File: src/rtl/pci_sub_pkg.sv
package pci_sub_pkg;

  localparam int AdW = 32;
  localparam int CbeW = 4;

  typedef enum logic [2:0] {
    ST_IDLE,
    ST_WATCH,
    ST_BACKOFF,
    ST_CLAIM,
    ST_XFER,
    ST_PRESENT,
    ST_TURN
  } agentState_t;

  // strobes from control to datapath
  typedef struct packed {
    logic latchAddr;
    logic latchData;
    logic latchRead;
  } dpStrobes_t;

  localparam logic [3:0] CMD_IO_RD   = 4'b0010;
  localparam logic [3:0] CMD_IO_WR   = 4'b0011;
  localparam logic [3:0] CMD_MEM_RD  = 4'b0110;
  localparam logic [3:0] CMD_MEM_WR  = 4'b0111;
  localparam logic [3:0] CMD_MEM_RDM = 4'b1100;
  localparam logic [3:0] CMD_MEM_RDL = 4'b1110;
  localparam logic [3:0] CMD_MEM_WRI = 4'b1111;

  function automatic logic isIoCmd(input logic [3:0] cmd);
    return (cmd == CMD_IO_RD) || (cmd == CMD_IO_WR);
  endfunction

  function automatic logic isMemCmd(input logic [3:0] cmd);
    return (cmd == CMD_MEM_RD) || (cmd == CMD_MEM_WR) || (cmd == CMD_MEM_RDM) ||
           (cmd == CMD_MEM_RDL) || (cmd == CMD_MEM_WRI);
  endfunction

endpackage

File: src/rtl/pci_sub_datapath.sv
module pci_sub_datapath
  import pci_sub_pkg::*;
#(
  parameter int IoSpanBits  = 16,
  parameter int MemSpanBits = 20
) (
  input  logic                   clk,
  input  logic                   rstN,
  input  dpStrobes_t             stb,
  input  logic [AdW-1:0]         adIn,
  input  logic [CbeW-1:0]        cbeN,
  input  logic                   frameN,
  input  logic [AdW-1:0]         ioRdata,
  output logic                   hitNow,
  output logic                   isWrite,
  output logic                   isIo,
  output logic                   stopQ,
  output logic [MemSpanBits-1:0] addrQ,
  output logic [AdW-1:0]         wdataQ,
  output logic [CbeW-1:0]        beQ,
  output logic [AdW-1:0]         rdataQ
);

  logic ioRange;
  logic memRange;

  // range decode on the live address phase
  assign ioRange  = (adIn[AdW-1:IoSpanBits] == '0);
  assign memRange = (adIn[AdW-1:MemSpanBits] == '0);
  assign hitNow   = (isIoCmd(cbeN) && ioRange) || (isMemCmd(cbeN) && memRange);

  always_ff @(posedge clk or negedge rstN) begin
    if (!rstN) begin
      isWrite <= 1'b0;
      isIo    <= 1'b0;
      addrQ   <= '0;
    end else if (stb.latchAddr) begin
      isWrite <= cbeN[0];
      isIo    <= (cbeN[3:1] == 3'b001);
      addrQ   <= adIn[MemSpanBits-1:0];
    end
  end

  always_ff @(posedge clk or negedge rstN) begin
    if (!rstN) begin
      wdataQ <= '0;
      beQ    <= '0;
    end else if (stb.latchData) begin
      wdataQ <= adIn;
      beQ    <= ~cbeN;
    end
  end

  always_ff @(posedge clk or negedge rstN) begin
    if (!rstN) begin
      rdataQ <= '0;
      stopQ  <= 1'b0;
    end else if (stb.latchRead) begin
      rdataQ <= ioRdata;
      stopQ  <= !frameN;
    end
  end

endmodule

File: src/rtl/pci_sub_control.sv
module pci_sub_control
  import pci_sub_pkg::*;
#(
  parameter int WindowClks = 3
) (
  input  logic        clk,
  input  logic        rstN,
  input  logic        frameN,
  input  logic        irdyN,
  input  logic        busDevselN,
  input  logic        hitNow,
  input  logic        ioAck,
  input  logic        ctlWe,
  input  logic        ctlDisable,
  input  logic        stopQ,
  output dpStrobes_t  stb,
  output agentState_t stateQ,
  output logic        tgtOe,
  output logic        devselN,
  output logic        trdyN,
  output logic        stopN,
  output logic        strobeOn
);

  localparam int CntW = $clog2(WindowClks + 1);

  agentState_t stateD;
  logic [CntW-1:0] cntQ, cntD;
  logic prevFrameN;
  logic decodeOffQ;

  always_ff @(posedge clk or negedge rstN) begin
    if (!rstN) decodeOffQ <= 1'b0;
    else if (ctlWe) decodeOffQ <= ctlDisable;
  end

  always_ff @(posedge clk or negedge rstN) begin
    if (!rstN) begin
      stateQ     <= ST_IDLE;
      cntQ       <= '0;
      prevFrameN <= 1'b1;
    end else begin
      stateQ     <= stateD;
      cntQ       <= cntD;
      prevFrameN <= frameN;
    end
  end

  always_comb begin
    stateD = stateQ;
    cntD   = cntQ;
    stb    = '0;
    unique case (stateQ)
      ST_IDLE: begin
        if (!frameN && prevFrameN) begin
          stb.latchAddr = 1'b1;
          cntD          = CntW'(1);
          stateD        = (hitNow && !decodeOffQ) ? ST_WATCH : ST_BACKOFF;
        end
      end
      ST_WATCH: begin
        if (!busDevselN) stateD = ST_BACKOFF;
        else if (cntQ == CntW'(WindowClks)) stateD = ST_CLAIM;
        else cntD = cntQ + CntW'(1);
      end
      ST_BACKOFF: begin
        if (frameN && irdyN) stateD = ST_IDLE;
      end
      ST_CLAIM: begin
        if (!irdyN) begin
          stb.latchData = 1'b1;
          stateD        = ST_XFER;
        end
      end
      ST_XFER: begin
        if (ioAck) begin
          stb.latchRead = 1'b1;
          stateD        = ST_PRESENT;
        end
      end
      ST_PRESENT: begin
        if (!irdyN) stateD = ST_TURN;
      end
      ST_TURN: stateD = ST_IDLE;
      default: stateD = ST_IDLE;
    endcase
  end

  always_comb begin
    tgtOe    = (stateQ == ST_CLAIM) || (stateQ == ST_XFER) ||
               (stateQ == ST_PRESENT) || (stateQ == ST_TURN);
    devselN  = !((stateQ == ST_CLAIM) || (stateQ == ST_XFER) || (stateQ == ST_PRESENT));
    trdyN    = !(stateQ == ST_PRESENT);
    stopN    = !((stateQ == ST_PRESENT) && stopQ);
    strobeOn = (stateQ == ST_XFER);
  end

endmodule

File: src/rtl/pci_sub_agent.sv
module pci_sub_agent
  import pci_sub_pkg::*;
#(
  parameter int WindowClks  = 3,
  parameter int IoSpanBits  = 16,
  parameter int MemSpanBits = 20
) (
  input  logic                   clk,
  input  logic                   rstN,
  input  logic                   frameN,
  input  logic                   irdyN,
  input  logic [3:0]             cbeN,
  input  logic [31:0]            adIn,
  input  logic                   busDevselN,
  output logic [31:0]            adOut,
  output logic                   adOe,
  output logic                   devselN,
  output logic                   trdyN,
  output logic                   stopN,
  output logic                   tgtOe,
  input  logic                   ctlWe,
  input  logic                   ctlDisable,
  output logic [MemSpanBits-1:0] ioAddr,
  output logic [31:0]            ioWdata,
  output logic [3:0]             ioBe,
  output logic                   ioRdN,
  output logic                   ioWrN,
  output logic                   memRdN,
  output logic                   memWrN,
  input  logic                   ioAck,
  input  logic [31:0]            ioRdata
);

  dpStrobes_t  stb;
  agentState_t stateQ;
  logic hitNow, isWrite, isIo, stopQ, strobeOn;
  logic [31:0] rdataQ;

  pci_sub_control #(.WindowClks(WindowClks)) uControl (
    .clk(clk), .rstN(rstN), .frameN(frameN), .irdyN(irdyN),
    .busDevselN(busDevselN), .hitNow(hitNow), .ioAck(ioAck),
    .ctlWe(ctlWe), .ctlDisable(ctlDisable), .stopQ(stopQ),
    .stb(stb), .stateQ(stateQ), .tgtOe(tgtOe), .devselN(devselN),
    .trdyN(trdyN), .stopN(stopN), .strobeOn(strobeOn)
  );

  pci_sub_datapath #(.IoSpanBits(IoSpanBits), .MemSpanBits(MemSpanBits)) uDatapath (
    .clk(clk), .rstN(rstN), .stb(stb), .adIn(adIn), .cbeN(cbeN),
    .frameN(frameN), .ioRdata(ioRdata), .hitNow(hitNow), .isWrite(isWrite),
    .isIo(isIo), .stopQ(stopQ), .addrQ(ioAddr), .wdataQ(ioWdata),
    .beQ(ioBe), .rdataQ(rdataQ)
  );

  assign ioRdN  = !(strobeOn && isIo && !isWrite);
  assign ioWrN  = !(strobeOn && isIo && isWrite);
  assign memRdN = !(strobeOn && !isIo && !isWrite);
  assign memWrN = !(strobeOn && !isIo && isWrite);

  assign adOe  = (stateQ == ST_PRESENT) && !isWrite;
  assign adOut = adOe ? rdataQ : '0;

endmodule

File: config.mk
export PLATFORM = sky130hd
export DESIGN_NAME = pci_sub_agent
export DESIGN_NICKNAME = d
export VERILOG_FILES = /design/src/rtl/pci_sub_pkg.sv /design/src/rtl/pci_sub_datapath.sv /design/src/rtl/pci_sub_control.sv /design/src/rtl/pci_sub_agent.sv
export SDC_FILE = /design/constraint.sdc
export NUM_CORES = 1
export LEC_CHECK = 0
export BUFFER_PORTS_ARGS = -buffer_cell sky130_fd_sc_hd__buf_4
export CELL_PAD_IN_SITES_DETAIL_PLACEMENT = 1
export CELL_PAD_IN_SITES_GLOBAL_PLACEMENT = 2
export CORE_ASPECT_RATIO = 1.2
export CORE_UTILIZATION = 26
export CTS_BUF_LIST = sky130_fd_sc_hd__clkbuf_16
export DETAILED_ROUTE_END_ITERATION = 6
export GPL_TIMING_DRIVEN = 0
export HOLD_SLACK_MARGIN = 0.03
export PLACE_DENSITY = 0.85
export RECOVER_POWER = 100
export SYNTH_ARGS = -nofsm -noshare
export SYNTH_HDL_FRONTEND = slang
export SYNTH_SLANG_ARGS = --single-unit
File: constraint.sdc
create_clock -name clk -period 1.9 [get_ports clk]
set_input_delay 0.285 -clock clk [delete_from_list [all_inputs] [get_ports clk]]
set_output_delay 0.285 -clock clk [all_outputs]
set_load 0.02 [all_outputs]
[Word-level counts from Yosys, hierarchy flattened]
Index checks and enable logic that the tools add are counted.
Widths: inputs -> output; s select.
Storage, ports and cells
  register bits: 98
  input port bits: 76
Cells by class
  bitwise operators: 1
  reduce and logical (&&, ||, !) cells: 39
  add/subtract/negate cells: 1
  equal/unequal tests: 23
  muxes and demuxes: 20
Operators by type and width (number)
  $mux 32: 1
  $mux 3: 7
  $pmux 3 s6: 1
  $logic_not 16->1: 1
  $logic_and 1x1->1: 13
  $eq 4x4->1 const B: 3
  $logic_not 12->1: 1
  $logic_not 1->1: 11
  $ne 2x2->1 const B: 5
  $eq 3x3->1 const B: 3
  $logic_or 1x1->1: 9
  $eq 4x2->1 const B: 2
  $eq 4x3->1 const B: 2
  $mux 2: 4
  $eq 3x1->1 const B: 2
  $eq 3x2->1 const B: 2
  $mux 1: 6
  $reduce_and 6->1: 1
  $ne 2x1->1 const B: 2
  $not 4->4: 1
  $pmux 2 s2: 1
  $reduce_and 4->1: 1
  $logic_not 3->1: 1
  $ne 3x2->1 const B: 1
  other kinds (3): 3

[Logic depth before layout (Yosys ltp)]
Gate-level depths: netlist (run 1).
  depth after elaboration: 11
  depth in mapped cells: 6
  depth with buffers taken out: 5

[Hierarchy]
Synthesis (run 1) repeated with hierarchy kept, for this count alone.
Second synthesis, totals
  cell total of the unflattened synthesis: 295
  area, all modules: 4461.8 µm²
Modules (own cells, without submodules)
  pci_sub_datapath: area an instance 3709.8 µm², cells each 207, instances 1
  pci_sub_control: area an instance 457.9 µm², cells each 48, instances 1
  pci_sub_agent: area an instance 294.0 µm², cells each 40, instances 1

[Least setup slack after synthesis (run 1)]
No wires, ideal clock.
  kind: register to output
  from: reg uControl.stateQ[1]
  to: out adOut[22]
  cell stages (with the launch flop): 5
  arrival: 1.626 ns
  setup slack: -0.011 ns
  required time: 1.615 ns
  path buffers: 1
  cells stage by stage: dfrtp_1 > nand3b_1 > nor2_1 > clkbuf_1 > and2_1
Between the ends
  longest elaborated chain between the ends: 3
Ends and longest elaborated chain
  start, declared: RTL line pci_sub_control.sv:17  | output agentState_t stateQ,
  start signal, assigned: RTL line pci_sub_control.sv:43  | stateQ <= stateD;
  $eq 3x3->1: RTL line pci_sub_agent.sv:59  | assign adOe = (stateQ == ST_PRESENT) && !isWrite;
  $logic_and 1x1->1: RTL line pci_sub_agent.sv:59
  net adOe: RTL line pci_sub_agent.sv:16  | output logic adOe,
  $mux 32: RTL line pci_sub_agent.sv:60  | assign adOut = adOe ? rdataQ : '0;
  end, declared: RTL line pci_sub_agent.sv:15  | output logic [31:0] adOut,
The timed path passes the listed nets, and every way through them passes these cells.

[Worst setup path after layout (run 1)]
  from: reg uControl.stateQ[1]
  to: out adOut[21]
Between the ends
  longest elaborated chain between the ends: 3
Ends and longest elaborated chain (RTL line)
  $eq 3x3->1: pci_sub_agent.sv:59
  $logic_and 1x1->1: pci_sub_agent.sv:59
  $mux 32: pci_sub_agent.sv:60
Every way passes these cells.

==> flow_metrics.tcl, run 1 <==
set metrics [dict create \
    status "finished, violations left" \
    failed_checks "negative setup slack" \
    rsz0062_at_grt "true" \
    area_growth_pct 49.5 \
    seq_area_frac_synth_pct 59.5 \
    reg2reg_from "uControl.stateQ[1]$_DFFE_PN0P_" \
    sequentialPowerShare_pct 47.9 \
    maxCapViolCount 0 \
    finalHoldViolations 0 \
    die_x_um 117 \
    min-delay-start "frameN" \
    die_area_mm2 0.0164 \
    worst_setup_path_end_kind "output port" \
    fmax_ghz 0.501 \
    dr.pass1.iters 4 \
    cp.depth 6 \
    holdCritPathClass "primary input to register" \
    design_area_mm2 0.00616 \
    setup_violations 32 \
    async_flop_share_pct 100 \
    tightest_slew_ns 0.974 \
    die_h_um 140 \
    synth_edf_count 0 \
    synth.distinct_cells 32 \
    hold_end "uControl.prevFrameN$_DFF_PN1_" \
    finalMaxSlewViolations 0 \
    yosysTopAreaCellShare_pct 58.9 \
    synth_nets 556 \
    io_pins 173 \
    placed_area_mm2 0.00567 \
    p_per_area_mw_per_mm2 1060 \
    drt_iter0_markers 117 \
    clkSlewWorstSetupHoldPaths_ns 0.07 \
    power.net_switching_uw 2250 \
    clockBufferDepth 2 \
    h-tree-depth 3 \
    dp_hpwl_um 9550 \
    final-instance-count-excl-fill 889 \
    cts_tree "done" \
    fillers 1851 \
    overflow 0 \
    grt_pass1_vias 4093 \
    setup_slack_ns -0.0964 \
    antenna_left 0 \
    track_usage_pct 16.5 \
    wl_per_cell_um 15.0 \
    grt_pass1_wl_um 20500 \
    grt_max_degree 99 \
    crit_path_max_incr_delay_ns 0.43 \
    row_count 50 \
    rrSetupSlack_ns -0.01 \
    synth_area_leaders "dfrtp_1 59%, nand2_1 24%, and2_1 4.9%" \
    hold_depth 1 \
    min_period_ns 2.00 \
    vdd_ir_drop_max_uv 460 \
    cpLargestDelayFamily "simple AND/OR/NAND/NOR gates" \
    clock-sinks 98 \
    r2r.worst_path.cells 5 \
    insertion_delay_ns 0.35 \
    final_cell_mix "268 x nand2_1, 96 x dfrtp_1, 89 x buf_4, 71 x clkbuf_1, 39 x buf_6" \
    synth_area_mm2 0.00412 \
    netlist_instances 479 \
    sw_frac_of_total_pct 34.5 \
    finalCritPeriodShare_pct 105 \
    clock-root-buffer "clkbuf_16" \
    place.gp.congestion 0.747 \
    drc 0 \
    synth_seq_cells 98 \
    p_comb_share_pct 23.9 \
    crit_path_max_fanout 10 \
    vias_per_cell 4.37 \
    max_slew_margin_pct 35.1 \
    startpoint_type "register" \
    core_mm2 0.0156 \
    place_inst 859 \
    antenna-diode-count 0 \
    crit_chain "nand3b_1 -> nor2_4 -> buf_12 -> clkbuf_16 -> and2_4 -> buf_6" \
    path_buf_inv 3 \
    antenna_found_initial 0 \
    postSynthAreaPerCell_um2 8.60 \
    yosys_warnings 0 \
    initial_core_util_pct 26.5 \
    layout_commonest_cell "nand2_1" \
    worstReg2RegEnd "uDatapath.rdataQ[3]$_DFFE_PN0P_" \
    arrival_ns 1.71 \
    ys.flop_type "dfrtp_1" \
    crit_required_ns 1.62 \
    intPower_uw 4280 \
    skew_ns 0.00486 \
    layout-drive-gt1-share_pct 27.3 \
    cpMaxStageDelayCell "dfrtp_2" \
    pwr-share-clk_pct 28.2 \
    worst-setup-path-type "register to output port" \
    nNetsFinal 753 \
    portBuffers 172 \
    drt_wl_total_um 13300 \
    cts_buffers 9 \
    dr_total_vias 3884 \
    yosysTopAreaCell "dfrtp_1" \
    power.leakage_uw 0.00316 \
]
-- state kept, by name (all words and copies together), names as in the netlist --
name and count:
uControl.cntQ 2, uControl.decodeOffQ 1, uControl.prevFrameN 1, uControl.stateQ 3, uDatapath.addrQ 20, uDatapath.beQ 4, uDatapath.isIo 1, uDatapath.isWrite 1
uDatapath.rdataQ 32, uDatapath.stopQ 1, uDatapath.wdataQ 32
-- power groups by stage --
stage	registers, µW	logic (µW)	clock network (µW)
floorplan	3460	541	0
global placement	3100	1770	0
CTS	3130	1850	1920
detailed placement	3150	1830	0
finish	3130	1560	1840
global route	3220	1750	1980
-- cell type report --
cell class                      instances  area, µm²  area share [%]
Timing Repair Buffer                  186       1330            21.6
Buffer                                 25        175            2.84
Sequential cell                        98       2450            39.8
Clock inverter                          7       70.1            1.14
Inverter                                2       7.51           0.122
Multi-Input combinational cell        354       1640            26.5
Clock buffer                            9        225            3.65
Tap cell                              208        260            4.22
-- how the worst max path moves through the flow --
stage	start	slack, ns	endpoint
finish	uControl.stateQ[1]$_DFFE_PN0P_	-0.1	adOut[21]
global route	uControl.stateQ[1]$_DFFE_PN0P_	-0.17	adOut[11]
CTS	uControl.stateQ[1]$_DFFE_PN0P_	-0.12	adOut[16]
detailed placement	uControl.stateQ[1]$_DFFE_PN0P_	-0.11	uDatapath.rdataQ[3]$_DFFE_PN0P_
global placement	uControl.stateQ[1]$_DFFE_PN0P_	-0.09	uDatapath.wdataQ[2]$_DFFE_PN0P_
floorplan	uControl.stateQ[1]$_DFFE_PN0P_	0.12	adOut[22]
-- layer usage --
layer	global-route usage, %	up-vias	wire length [µm]
met5	0	-	0
met4	6.40	0	212
met3	4.46	13	967
met2	28.9	131	6690
met1	18.7	1858	5470
li1	-	1882	-
-- cells by family (layout without fill, tap and decap cells) --
group / Yosys count / count (layout) / share of synthesized area [%]
XOR/XNOR: 1 / 1 / 0.213
buffers and inverters: 27 / 229 / 2.97
AO/OA/AOI/OAI: 17 / 17 / 2.46
multiplexers: 1 / 1 / 0.273
AND/OR/NAND/NOR: 334 / 334 / 34.2
adder cells (fa/ha/maj): 1 / 1 / 0.304
flip-flops: 98 / 98 / 59.5
-- cells in the mapped netlist (4+ instances only) --
| cell type | n |
|---|---|
| nor3_1 | 4 |
| buf_2 | 5 |
| dfrtp_1 | 97 |
| o21ai_1 | 4 |
| o21ai_0 | 5 |
| clkbuf_1 | 18 |
| and2_1 | 32 |
| nand2_1 | 268 |
| a21oi_1 | 4 |
| nor2_1 | 8 |
-- per-stage QoR --
step                setup TNS (ns)  worst slack (ns)  hold WS (ns)  power [µW]  util (%)
floorplan                        0             0.124       -0.0106        4000         -
global placement             -1.74           -0.0903         0.418        4870      36.4
detailed placement           -4.84            -0.105         0.422        4970      36.4
CTS                          -3.37            -0.124        0.0450        6910      40.4
global route                 -8.42            -0.175        0.0640        6950      39.6
finish                       -2.47           -0.0964        0.0592        6540      39.6
-- worst reg2reg max path: cells and delay by family, from the launching register on --
kind | cells | cell delay [ns]
flip-flops | 1 | 0.43
buffers and inverters | 2 | 0.61
AND/OR/NAND/NOR | 3 | 0.80
-- timing repair --
action	4_1_cts	5_1_grt
gates cloned	2	0
resized for setup	65	26
hold buffers	0	1
pin swaps	12	3
setup endpoints to repair	93	69
hold endpoints to repair	0	25
setup buffers	8	2
No activity file was read; power rests on OpenSTA's default activity.
==> inputs of run 2 (changes only) <==
--- a/config.mk
+++ b/config.mk
@@ -11,10 +11,11 @@
 export CORE_ASPECT_RATIO = 1.2
 export CORE_UTILIZATION = 26
 export CTS_BUF_LIST = sky130_fd_sc_hd__clkbuf_16
+export CTS_CLUSTER_SIZE = 40
 export DETAILED_ROUTE_END_ITERATION = 6
 export GPL_TIMING_DRIVEN = 0
 export HOLD_SLACK_MARGIN = 0.03
-export PLACE_DENSITY = 0.85
+export PLACE_DENSITY = 0.87
 export RECOVER_POWER = 100
 export SYNTH_ARGS = -nofsm -noshare
 export SYNTH_HDL_FRONTEND = slang
==> flow_metrics.tcl, run 2 (same netlist as run 1, synthesis figures left out) <==
set metrics [dict create \
    rrSetupSlack_ns 0.01 \
    cts_tree "done" \
    intPower_uw 4390 \
    failed_checks "negative setup slack" \
    track_usage_pct 17.3 \
    startpoint_type "register" \
    fillers 1844 \
    layout-drive-gt1-share_pct 29.6 \
    insertion_delay_ns 0.34 \
    nNetsFinal 752 \
    row_count 50 \
    skew_ns 0.00637 \
    p_comb_share_pct 23.6 \
    r2r.worst_path.cells 6 \
    worstReg2RegEnd "uDatapath.addrQ[4]$_DFFE_PN0P_" \
    max_slew_margin_pct 41.4 \
    core_mm2 0.0156 \
    vias_per_cell 4.43 \
    clock-sinks 98 \
    critPathCapture "memRdN" \
    grt_pass1_wl_um 21700 \
    drc 0 \
    top_usage_layer "met2" \
    vdd_ir_drop_max_uv 520 \
    crit_required_ns 1.62 \
    status "finished, violations left" \
    die_h_um 140 \
    dr.pass1.iters 4 \
    drt_iter0_markers 97 \
    area_growth_pct 50.5 \
    clock-root-buffer "clkbuf_16" \
    hold_ws_ns 0.0794 \
    die_area_mm2 0.0164 \
    wl_per_cell_um 15.4 \
    final-instance-count-excl-fill 887 \
    power.net_switching_uw 2200 \
    worst-setup-path-type "register to output port" \
    place.gp.congestion 0.728 \
    dr_total_vias 3931 \
    largest_registers "uDatapath.rdataQ: 32 flops, uDatapath.wdataQ: 32 flops, uDatapath.addrQ: 20 flops" \
    fin_util_pct 39.8 \
    reg2reg_from "uControl.stateQ[2]$_DFFE_PN0P_" \
    overflow 0 \
    tightest_slew_ns 0.879 \
    cts_buffers 9 \
    maxCapViolCount 0 \
    pwr-share-clk_pct 29.0 \
    grt_util_met2_pct 29.6 \
    h-tree-depth 3 \
    met3_usage_pct 4.80 \
    portBuffers 172 \
    holdCritPathClass "primary input to register" \
    setup_slack_ns -0.0827 \
    grt_max_degree 99 \
    die_x_um 117 \
    grt_pass1_vias 4271 \
    io_pins 173 \
    min_period_ns 1.98 \
    power.leakage_uw 0.00319 \
    sequentialPowerShare_pct 47.4 \
    worst_setup_path_end_kind "output port" \
    antenna_left 0 \
    clkSlewWorstSetupHoldPaths_ns 0.07 \
    clockBufferDepth 2 \
    finalCritPeriodShare_pct 104 \
    p_per_area_mw_per_mm2 1060 \
    worstSetupStartpoint "uControl.stateQ[0]$_DFFE_PN0P_" \
    arrival_ns 1.70 \
    crit_path_max_fanout 10 \
    setup_violations 33 \
    final_cell_mix "268 x nand2_1, 96 x dfrtp_1, 84 x buf_4, 68 x clkbuf_1, 40 x buf_6" \
    sw_frac_of_total_pct 33.4 \
    initial_core_util_pct 26.5 \
    layout_commonest_cell "nand2_1" \
    drt_wl_total_um 13700 \
    fmax_ghz 0.504 \
    antenna_found_initial 0 \
    finalMaxSlewViolations 0 \
    finalHoldViolations 0 \
    globalRouteMet1Util_pct 20.4 \
    place_inst 859 \
    antenna-diode-count 0 \
    rsz0062_at_grt "true" \
    dp_hpwl_um 9720 \
]
==> run 2: repair_timing <==
action / 4_1_cts / 5_1_grt
endpoints found under the setup margin: 55 / 90
gates resized for setup: 91 / 27
cloned: 3 / 0
pin swaps: 34 / 2
setup buffers: 7 / 1
hold buffers: 0 / 1
hold endpoints to repair: 0 / 8
==> run 2: layout make-up <==
cell class                 count  area (µm²)  area share, %
sequential                    98        2450           39.6
clock inverter                 6        82.6           1.33
inverter                       2        7.51          0.121
buffer                        25         174           2.80
tap                          208         260           4.19
timing repair buffer         185        1340           21.6
clock buffer                   9         225           3.63
multi-input combinational    354        1660           26.8
==> run 2: worst max-delay path: stages (launching register included) <==
cell,delay (ns)
dfrtp_1,0.42
buf_6,0.16
nor2_1,0.14
or4b_4,0.49
buf_6,0.15
==> run 2: worst min-delay path by stage <==
stage,slack (ns),end,from,cells after the start
5_1_grt,0.07,uControl.prevFrameN$_DFF_PN1_,frameN,1
4_1_cts,0.06,uControl.prevFrameN$_DFF_PN1_,frameN,1
3_3_place_gp,0.42,uControl.prevFrameN$_DFF_PN1_,frameN,1
6_report,0.08,uControl.prevFrameN$_DFF_PN1_,frameN,1
2_1_floorplan,-0.01,uControl.cntQ[0]$_DFFE_PN0P_,rstN,0
3_5_place_dp,0.42,uControl.prevFrameN$_DFF_PN1_,frameN,1
==> run 2: layer usage <==
| layer | up-vias | share of wire, % |
|---|---|---|
| met2 | 138 | 51 |
| met5 | - | 0 |
| met1 | 1910 | 41 |
| met4 | 0 | 1.3 |
| met3 | 11 | 7.0 |
| li1 | 1872 | - |
==> run 2: power by group through the flow <==
stage / Sequential (µW) / Clock (µW) / Combinational [µW]
detailed placement: 3140 / 0 / 1830
global route: 3200 / 2070 / 1740
global placement: 3100 / 0 / 1770
finish: 3130 / 1910 / 1550
floorplan: 3460 / 0 / 541
CTS: 3130 / 2000 / 1860
==> run 2: metrics by stage <==
stage	power [µW]	TNS [ns]	worst slack [ns]	cell area, µm²
finish	6590	-1.99	-0.0827	6200
global placement	4870	-1.08	-0.0562	5670
global route	7020	-8.24	-0.152	6200
detailed placement	4970	-1.72	-0.102	5670
CTS	6990	-2.72	-0.103	6370
floorplan	4000	0	0.124	4120
